===== src/rtl/frame_seq_pkg.sv =====
`timescale 1ns/1ps
package frame_seq_pkg;

    localparam int FS_WORD_W = 32;

    typedef logic [FS_WORD_W-1:0] word_t;

    typedef enum logic [2:0] {
        FS_IDLE    = 3'd0,
        FS_PUSH_RA = 3'd1,
        FS_PUSH_FP = 3'd2,
        FS_POP_FP  = 3'd3,
        FS_POP_PC  = 3'd4
    } fs_state_e;

    // Every register of the sequencer, next and current value share this type.
    typedef struct packed {
        fs_state_e state;
        word_t     base;      // stack pointer (call) or frame pointer (return) at start
        word_t     save_fp;   // caller frame pointer to be pushed
        word_t     ret_addr;  // return address to be pushed
        word_t     target;    // branch target of the call
        word_t     got_fp;    // frame pointer popped by a return
        word_t     out_sp;
        word_t     out_fp;
        word_t     out_pc;
        logic      done;
    } fs_regs_t;

endpackage


===== src/rtl/fs_lane_order.sv =====
`timescale 1ns/1ps
module fs_lane_order #(
    parameter int BYTES   = 4,
    parameter bit REVERSE = 1'b0
) (
    input  logic [8*BYTES-1:0] din,
    output logic [8*BYTES-1:0] dout
);

    generate
        if (REVERSE) begin : g_rev
            for (genvar i = 0; i < BYTES; i++) begin : g_lane
                assign dout[8*i +: 8] = din[8*(BYTES-1-i) +: 8];
            end
        end else begin : g_keep
            assign dout = din;
        end
    endgenerate

endmodule


===== src/rtl/fs_engine.sv =====
`timescale 1ns/1ps
module fs_engine
    import frame_seq_pkg::*;
#(
    parameter int CHAIN_SLOTS = 1,
    parameter int RA_SHORT    = 2,
    parameter int RA_LONG     = 6
) (
    input  logic  clk,
    input  logic  rst_n,
    input  logic  call_req,
    input  logic  ret_req,
    input  logic  call_abs,
    input  word_t cur_pc,
    input  word_t call_target,
    input  word_t sp_in,
    input  word_t fp_in,
    input  word_t mem_rword,
    input  logic  mem_ready,
    output logic  mem_req,
    output logic  mem_we,
    output word_t mem_addr,
    output word_t mem_wword,
    output logic  busy,
    output logic  done,
    output word_t sp_out,
    output word_t fp_out,
    output word_t pc_out
);

    localparam int    STEP     = FS_WORD_W / 8;
    localparam word_t OFS_RA   = word_t'((CHAIN_SLOTS + 1) * STEP);
    localparam word_t OFS_FP   = word_t'((CHAIN_SLOTS + 2) * STEP);
    localparam word_t OFS_PC   = word_t'(STEP);
    localparam word_t POP_SKIP = word_t'((CHAIN_SLOTS + 2) * STEP);
    localparam word_t RA_S     = word_t'(RA_SHORT);
    localparam word_t RA_L     = word_t'(RA_LONG);

    fs_regs_t q, d;

    // Next-state logic: every register value computed here.
    always_comb begin
        d      = q;
        d.done = 1'b0;
        unique case (q.state)
            FS_IDLE: begin
                if (call_req) begin
                    d.state    = FS_PUSH_RA;
                    d.base     = sp_in;
                    d.save_fp  = fp_in;
                    d.ret_addr = cur_pc + (call_abs ? RA_L : RA_S);
                    d.target   = call_target;
                end else if (ret_req) begin
                    d.state = FS_POP_FP;
                    d.base  = fp_in;
                end
            end
            FS_PUSH_RA: begin
                if (mem_ready) d.state = FS_PUSH_FP;
            end
            FS_PUSH_FP: begin
                if (mem_ready) begin
                    d.state  = FS_IDLE;
                    d.out_sp = q.base - OFS_FP;
                    d.out_fp = q.base - OFS_FP;
                    d.out_pc = q.target;
                    d.done   = 1'b1;
                end
            end
            FS_POP_FP: begin
                if (mem_ready) begin
                    d.state  = FS_POP_PC;
                    d.got_fp = mem_rword;
                end
            end
            FS_POP_PC: begin
                if (mem_ready) begin
                    d.state  = FS_IDLE;
                    d.out_fp = q.got_fp;
                    d.out_pc = mem_rword;
                    d.out_sp = q.base + POP_SKIP;
                    d.done   = 1'b1;
                end
            end
            default: d.state = FS_IDLE;
        endcase
    end

    always_ff @(posedge clk or negedge rst_n) begin
        if (!rst_n) q <= '0;
        else        q <= d;
    end

    // Memory port, decoded from the current state only.
    always_comb begin
        mem_req   = 1'b0;
        mem_we    = 1'b0;
        mem_addr  = '0;
        mem_wword = '0;
        unique case (q.state)
            FS_PUSH_RA: begin
                mem_req   = 1'b1;
                mem_we    = 1'b1;
                mem_addr  = q.base - OFS_RA;
                mem_wword = q.ret_addr;
            end
            FS_PUSH_FP: begin
                mem_req   = 1'b1;
                mem_we    = 1'b1;
                mem_addr  = q.base - OFS_FP;
                mem_wword = q.save_fp;
            end
            FS_POP_FP: begin
                mem_req  = 1'b1;
                mem_addr = q.base;
            end
            FS_POP_PC: begin
                mem_req  = 1'b1;
                mem_addr = q.base + OFS_PC;
            end
            default: ;
        endcase
    end

    assign busy   = (q.state != FS_IDLE);
    assign done   = q.done;
    assign sp_out = q.out_sp;
    assign fp_out = q.out_fp;
    assign pc_out = q.out_pc;

endmodule


===== src/rtl/frame_sequencer.sv =====
`timescale 1ns/1ps
module frame_sequencer #(
    parameter int CHAIN_SLOTS  = 1,
    parameter int RA_SHORT     = 2,
    parameter int RA_LONG      = 6,
    parameter bit LANE_REVERSE = 1'b0
) (
    input  logic        clk,
    input  logic        rst_n,
    input  logic        call_req,
    input  logic        ret_req,
    input  logic        call_abs,
    input  logic [31:0] cur_pc,
    input  logic [31:0] call_target,
    input  logic [31:0] sp_in,
    input  logic [31:0] fp_in,
    output logic        mem_req,
    output logic        mem_we,
    output logic [31:0] mem_addr,
    output logic [31:0] mem_wdata,
    input  logic [31:0] mem_rdata,
    input  logic        mem_ready,
    output logic        busy,
    output logic        done,
    output logic [31:0] sp_out,
    output logic [31:0] fp_out,
    output logic [31:0] pc_out
);

    import frame_seq_pkg::*;

    localparam int BYTES = FS_WORD_W / 8;

    word_t rword_native;
    word_t wword_native;

    fs_lane_order #(.BYTES(BYTES), .REVERSE(LANE_REVERSE)) u_rd_lanes (
        .din  (mem_rdata),
        .dout (rword_native)
    );

    fs_lane_order #(.BYTES(BYTES), .REVERSE(LANE_REVERSE)) u_wr_lanes (
        .din  (wword_native),
        .dout (mem_wdata)
    );

    fs_engine #(
        .CHAIN_SLOTS (CHAIN_SLOTS),
        .RA_SHORT    (RA_SHORT),
        .RA_LONG     (RA_LONG)
    ) u_engine (
        .clk         (clk),
        .rst_n       (rst_n),
        .call_req    (call_req),
        .ret_req     (ret_req),
        .call_abs    (call_abs),
        .cur_pc      (cur_pc),
        .call_target (call_target),
        .sp_in       (sp_in),
        .fp_in       (fp_in),
        .mem_rword   (rword_native),
        .mem_ready   (mem_ready),
        .mem_req     (mem_req),
        .mem_we      (mem_we),
        .mem_addr    (mem_addr),
        .mem_wword   (wword_native),
        .busy        (busy),
        .done        (done),
        .sp_out      (sp_out),
        .fp_out      (fp_out),
        .pc_out      (pc_out)
    );

endmodule


===== config.mk =====
export PLATFORM = sky130hd
export DESIGN_NAME = frame_sequencer
export DESIGN_NICKNAME = d
export VERILOG_FILES = /design/src/rtl/frame_seq_pkg.sv /design/src/rtl/fs_lane_order.sv /design/src/rtl/fs_engine.sv /design/src/rtl/frame_sequencer.sv
export SDC_FILE = /design/constraint.sdc
export NUM_CORES = 1
export LEC_CHECK = 0
export BUFFER_PORTS_ARGS = -buffer_cell sky130_fd_sc_hd__buf_2
export CAP_MARGIN = 5
export CORE_ASPECT_RATIO = 1.25
export CORE_MARGIN = 2
export CORE_UTILIZATION = 50
export CTS_CLUSTER_DIAMETER = 30
export DETAILED_ROUTE_END_ITERATION = 7
export PLACE_DENSITY = 0.75
export SLEW_MARGIN = 40
export SYNTH_ARGS = -nofsm -noshare
export SYNTH_HDL_FRONTEND = slang
export SYNTH_SLANG_ARGS = --single-unit

===== constraint.sdc =====
create_clock -name clk -period 7.4 [get_ports clk]
set_clock_uncertainty 0.15 [all_clocks]
set_input_delay 0.74 -clock clk [delete_from_list [all_inputs] [get_ports clk]]
set_output_delay 0.74 -clock clk [all_outputs]
set_load 0.02 [all_outputs]

==> flow_summary_export.csv <==
group,metric,value,unit
layout,insertedDiodeCount,0,
synth,synth_top_area_cell,"dfrtp_1",
route,dr_total_vias,13730,
floorplan,die_y,198.6,um
route,drt_pass1_iterations,6,
clock_network,post-cts-setup-buffer-count,0,
layout,fin_cells,2342,
critical_path,cp-start-kind,"register",
route,met2WireLength,22.31,mm
critical_path,reg2reg_to,"u_engine.sp_out[18]",
sta,final_hold_viol_count,0,
route,route.top_layer_used,"met5",
clock_network,clockBufferDepth,3,
layout,area_delta_synth_final,19.05,%
floorplan,initial_utilization,0.5060,
min_path,hp-class,"primary input to register",
layout,fin_nets,2078,
clock_network,root_buffer,"clkbuf_16",
synth,yosysTopAreaCellShare,0.4295,
synth,ys_warn_count,0,
clock_network,clk_latency,0.54,ns
floorplan,die_area,31720,sq um
clock_network,cts.htree.levels,2,
sta,finalMaxSlewViolations,0,
floorplan,boundaryPins,330,
sta,rsz0062_at_grt,"false",
synth,ys.flop_type,"dfrtp_1",
placement,hpwl,32.79,mm
clock_network,postCtsResizedCells,0,
placement,placed_area,16310,sq um
layout,final_layout_size_suffix_gt1_frac,0.2540,
global_route,track_usage,0.2923,
synth,synth.distinct_cells,65,
clock_network,cts_hold_buf,0,
placement,port_buffers,329,
global_route,grt_pass1_wl,73.94,mm
global_route,antenna_found_initial,2,
power_and_ir_drop,ir_drop,0.2431,mV
synth,ys_ff_latch,260,
critical_path,reg2reg_from,"u_engine.q[258]",
run,maxCapViolCount,0,
route,drt-total-wl,47.07,mm
synth,yosys-top-cells-count,"nand2_1, dfrtp_1, nor2_1",
critical_path,critPathMaxFanout,18,
sta,fin_tns_setup,0,ns
sta,setup_viol,0,
critical_path,reg2reg_depth,8,
synth,synthCells,1737,
critical_path,crit_end,"mem_addr[23]",
floorplan,die_w,159.7,um
route,drtIter0Drc,1266,
synth,async_flop_share,1.000,
placement,place_inst,2253,
sta,tightest_slew,0.8959,ns
synth,synth-edff-count,0,
global_route,grt_max_degree,156,
critical_path,cp-startpoint,"u_engine.q[229]",
sta,period_share,0.6649,
sta,worst_hold_slack,0.2343,ns
clock_network,clk_pin_slew,0.05,ns
critical_path,end_kind,"primary output",
synth,yosysMostFrequentCell,"nand2_1",
critical_path,critical_path_required,6.51,ns
clock_network,cts_buffers,47,
synth,seq_area_frac_synth,0.4295,
critical_path,arrival,4.03,ns
placement,post-place-ws,3.130,ns
route,routedWlPerCell,20.10,um
synth,synth.avg_cell_area,8.722,sq um
floorplan,num_rows,71,
route,wl_met1,19.12,mm
route,drc,0,
synth,synth.cell_area,15150,sq um
synth,syn_nets,1911,
clock_network,cts_tree,"yes",
sta,max_freq,203.2,MHz
sta,setup_ws,2.480,ns
layout,design_area,18030,sq um
route,avgViaCountPerCell,5.864,
route,wl_met3,3.588,mm
sta,layout_min_cycle_time,4.920,ns
layout,utilization,0.6024,
placement,place.gp.congestion,0.9627,
critical_path,r2r_slack,3.35,ns
run_status,status,"complete, no violations",
power_and_ir_drop,power.leakage,8.405,nW
route,antenna_left,0,
synth,synth.area.top_cells,"dfrtp_1, nand2_1, a22o_1",
global_route,globalRoute.totalOverflow,0,
sta,maxSlewHeadroom,0.3981,
floorplan,core-area,29940,sq um
clock_network,clkSinkCount,260,
global_route,first_global_vias,13390,
power_and_ir_drop,power_density,485.8,nW/um^2
power_and_ir_drop,power,8.762,mW
critical_path,timing_worst_setup_path_type,"register to primary output",
## worst min path at each step
stage                           to  cells after the start                 from  slack, ns
6_report           u_engine.q[130]                      3       call_target[1]       0.23
5_1_grt            u_engine.q[129]                      3       call_target[0]       0.23
4_1_cts            u_engine.q[135]                      1                rst_n       0.11
3_5_place_dp       u_engine.q[218]                      2      u_engine.q[218]       0.31
3_3_place_gp   u_engine.sp_out[12]                      2  u_engine.sp_out[12]       0.31
2_1_floorplan        u_engine.done                      0                rst_n       0.29
## report_power, final
part | switching, mW | internal [mW] | leakage [nW]
logic | 2.35 | 1.35 | 4.42
registers | 0.781 | 2.08 | 3.21
clock network | 0.737 | 1.46 | 0.781
total | 3.87 | 4.90 | 8.41
## cells in the final DEF (no fill, tap or decap), types with 7 or more instances in the layout
| master | instances |
|---|---|
| or3_1 | 9 |
| xor2_1 | 36 |
| buf_4 | 15 |
| clkinvlp_4 | 8 |
| nand3_1 | 39 |
| a31oi_1 | 7 |
| buf_2 | 328 |
| nand2_1 | 334 |
| mux2_2 | 32 |
| nand4_1 | 33 |
| a221oi_1 | 7 |
| dfrtp_1 | 260 |
| inv_1 | 12 |
| a21oi_1 | 113 |
| ha_1 | 7 |
| o221ai_1 | 10 |
| nor4_1 | 13 |
| clkbuf_16 | 49 |
| nor3_1 | 24 |
| mux2i_1 | 34 |
| o21ai_0 | 109 |
| o21a_1 | 8 |
| and3_1 | 14 |
| xnor2_1 | 51 |
| o22ai_1 | 9 |
| a22oi_1 | 12 |
| and4_1 | 9 |
| nor2_1 | 122 |
| a22o_1 | 103 |
## cell families after synthesis
family	after synthesis	synth area share
and+or+nand+nor	652	0.1967
AOI/OAI and AO/OA	415	0.1810
DFF	260	0.4295
buffers and inverters	249	0.08920
xor gates and xnor gates	87	0.05030
muxes	66	0.04625
adders and majority gates	8	0.007103
## layer usage
metal | GRT usage | vias to the layer above
met5 | 0 | -
met4 | 0.1327 | 4
met3 | 0.05192 | 128
met2 | 0.4797 | 675
met1 | 0.3795 | 6583
li1 | - | 6344
## final cells by class
type	instances	area, sq um
multi-input cells	1228	7387
flip-flops and latches	260	6506
fillers	2603	11900
clock inverters	27	335.3
well taps	401	501.7
repair buffers	353	1948
inverters	14	52.55
clock buffers	59	1304
## critical path, cell delays in order, from the launching register on
cell       delay (ns)
dfrtp_1          0.77
inv_1            0.19
ha_1             0.27
a2111oi_4        0.62
nand3_1          0.55
nor2_1           0.39
a211oi_1         0.12
o22ai_1          0.34
buf_2            0.24
## flip-flops by register name, summed over array words and instances (netlist names)
signal	flops
u_engine.done	1
u_engine.fp_out	32
u_engine.pc_out	32
u_engine.q	163
u_engine.sp_out	32
Power figures use the tool's default switching activity.
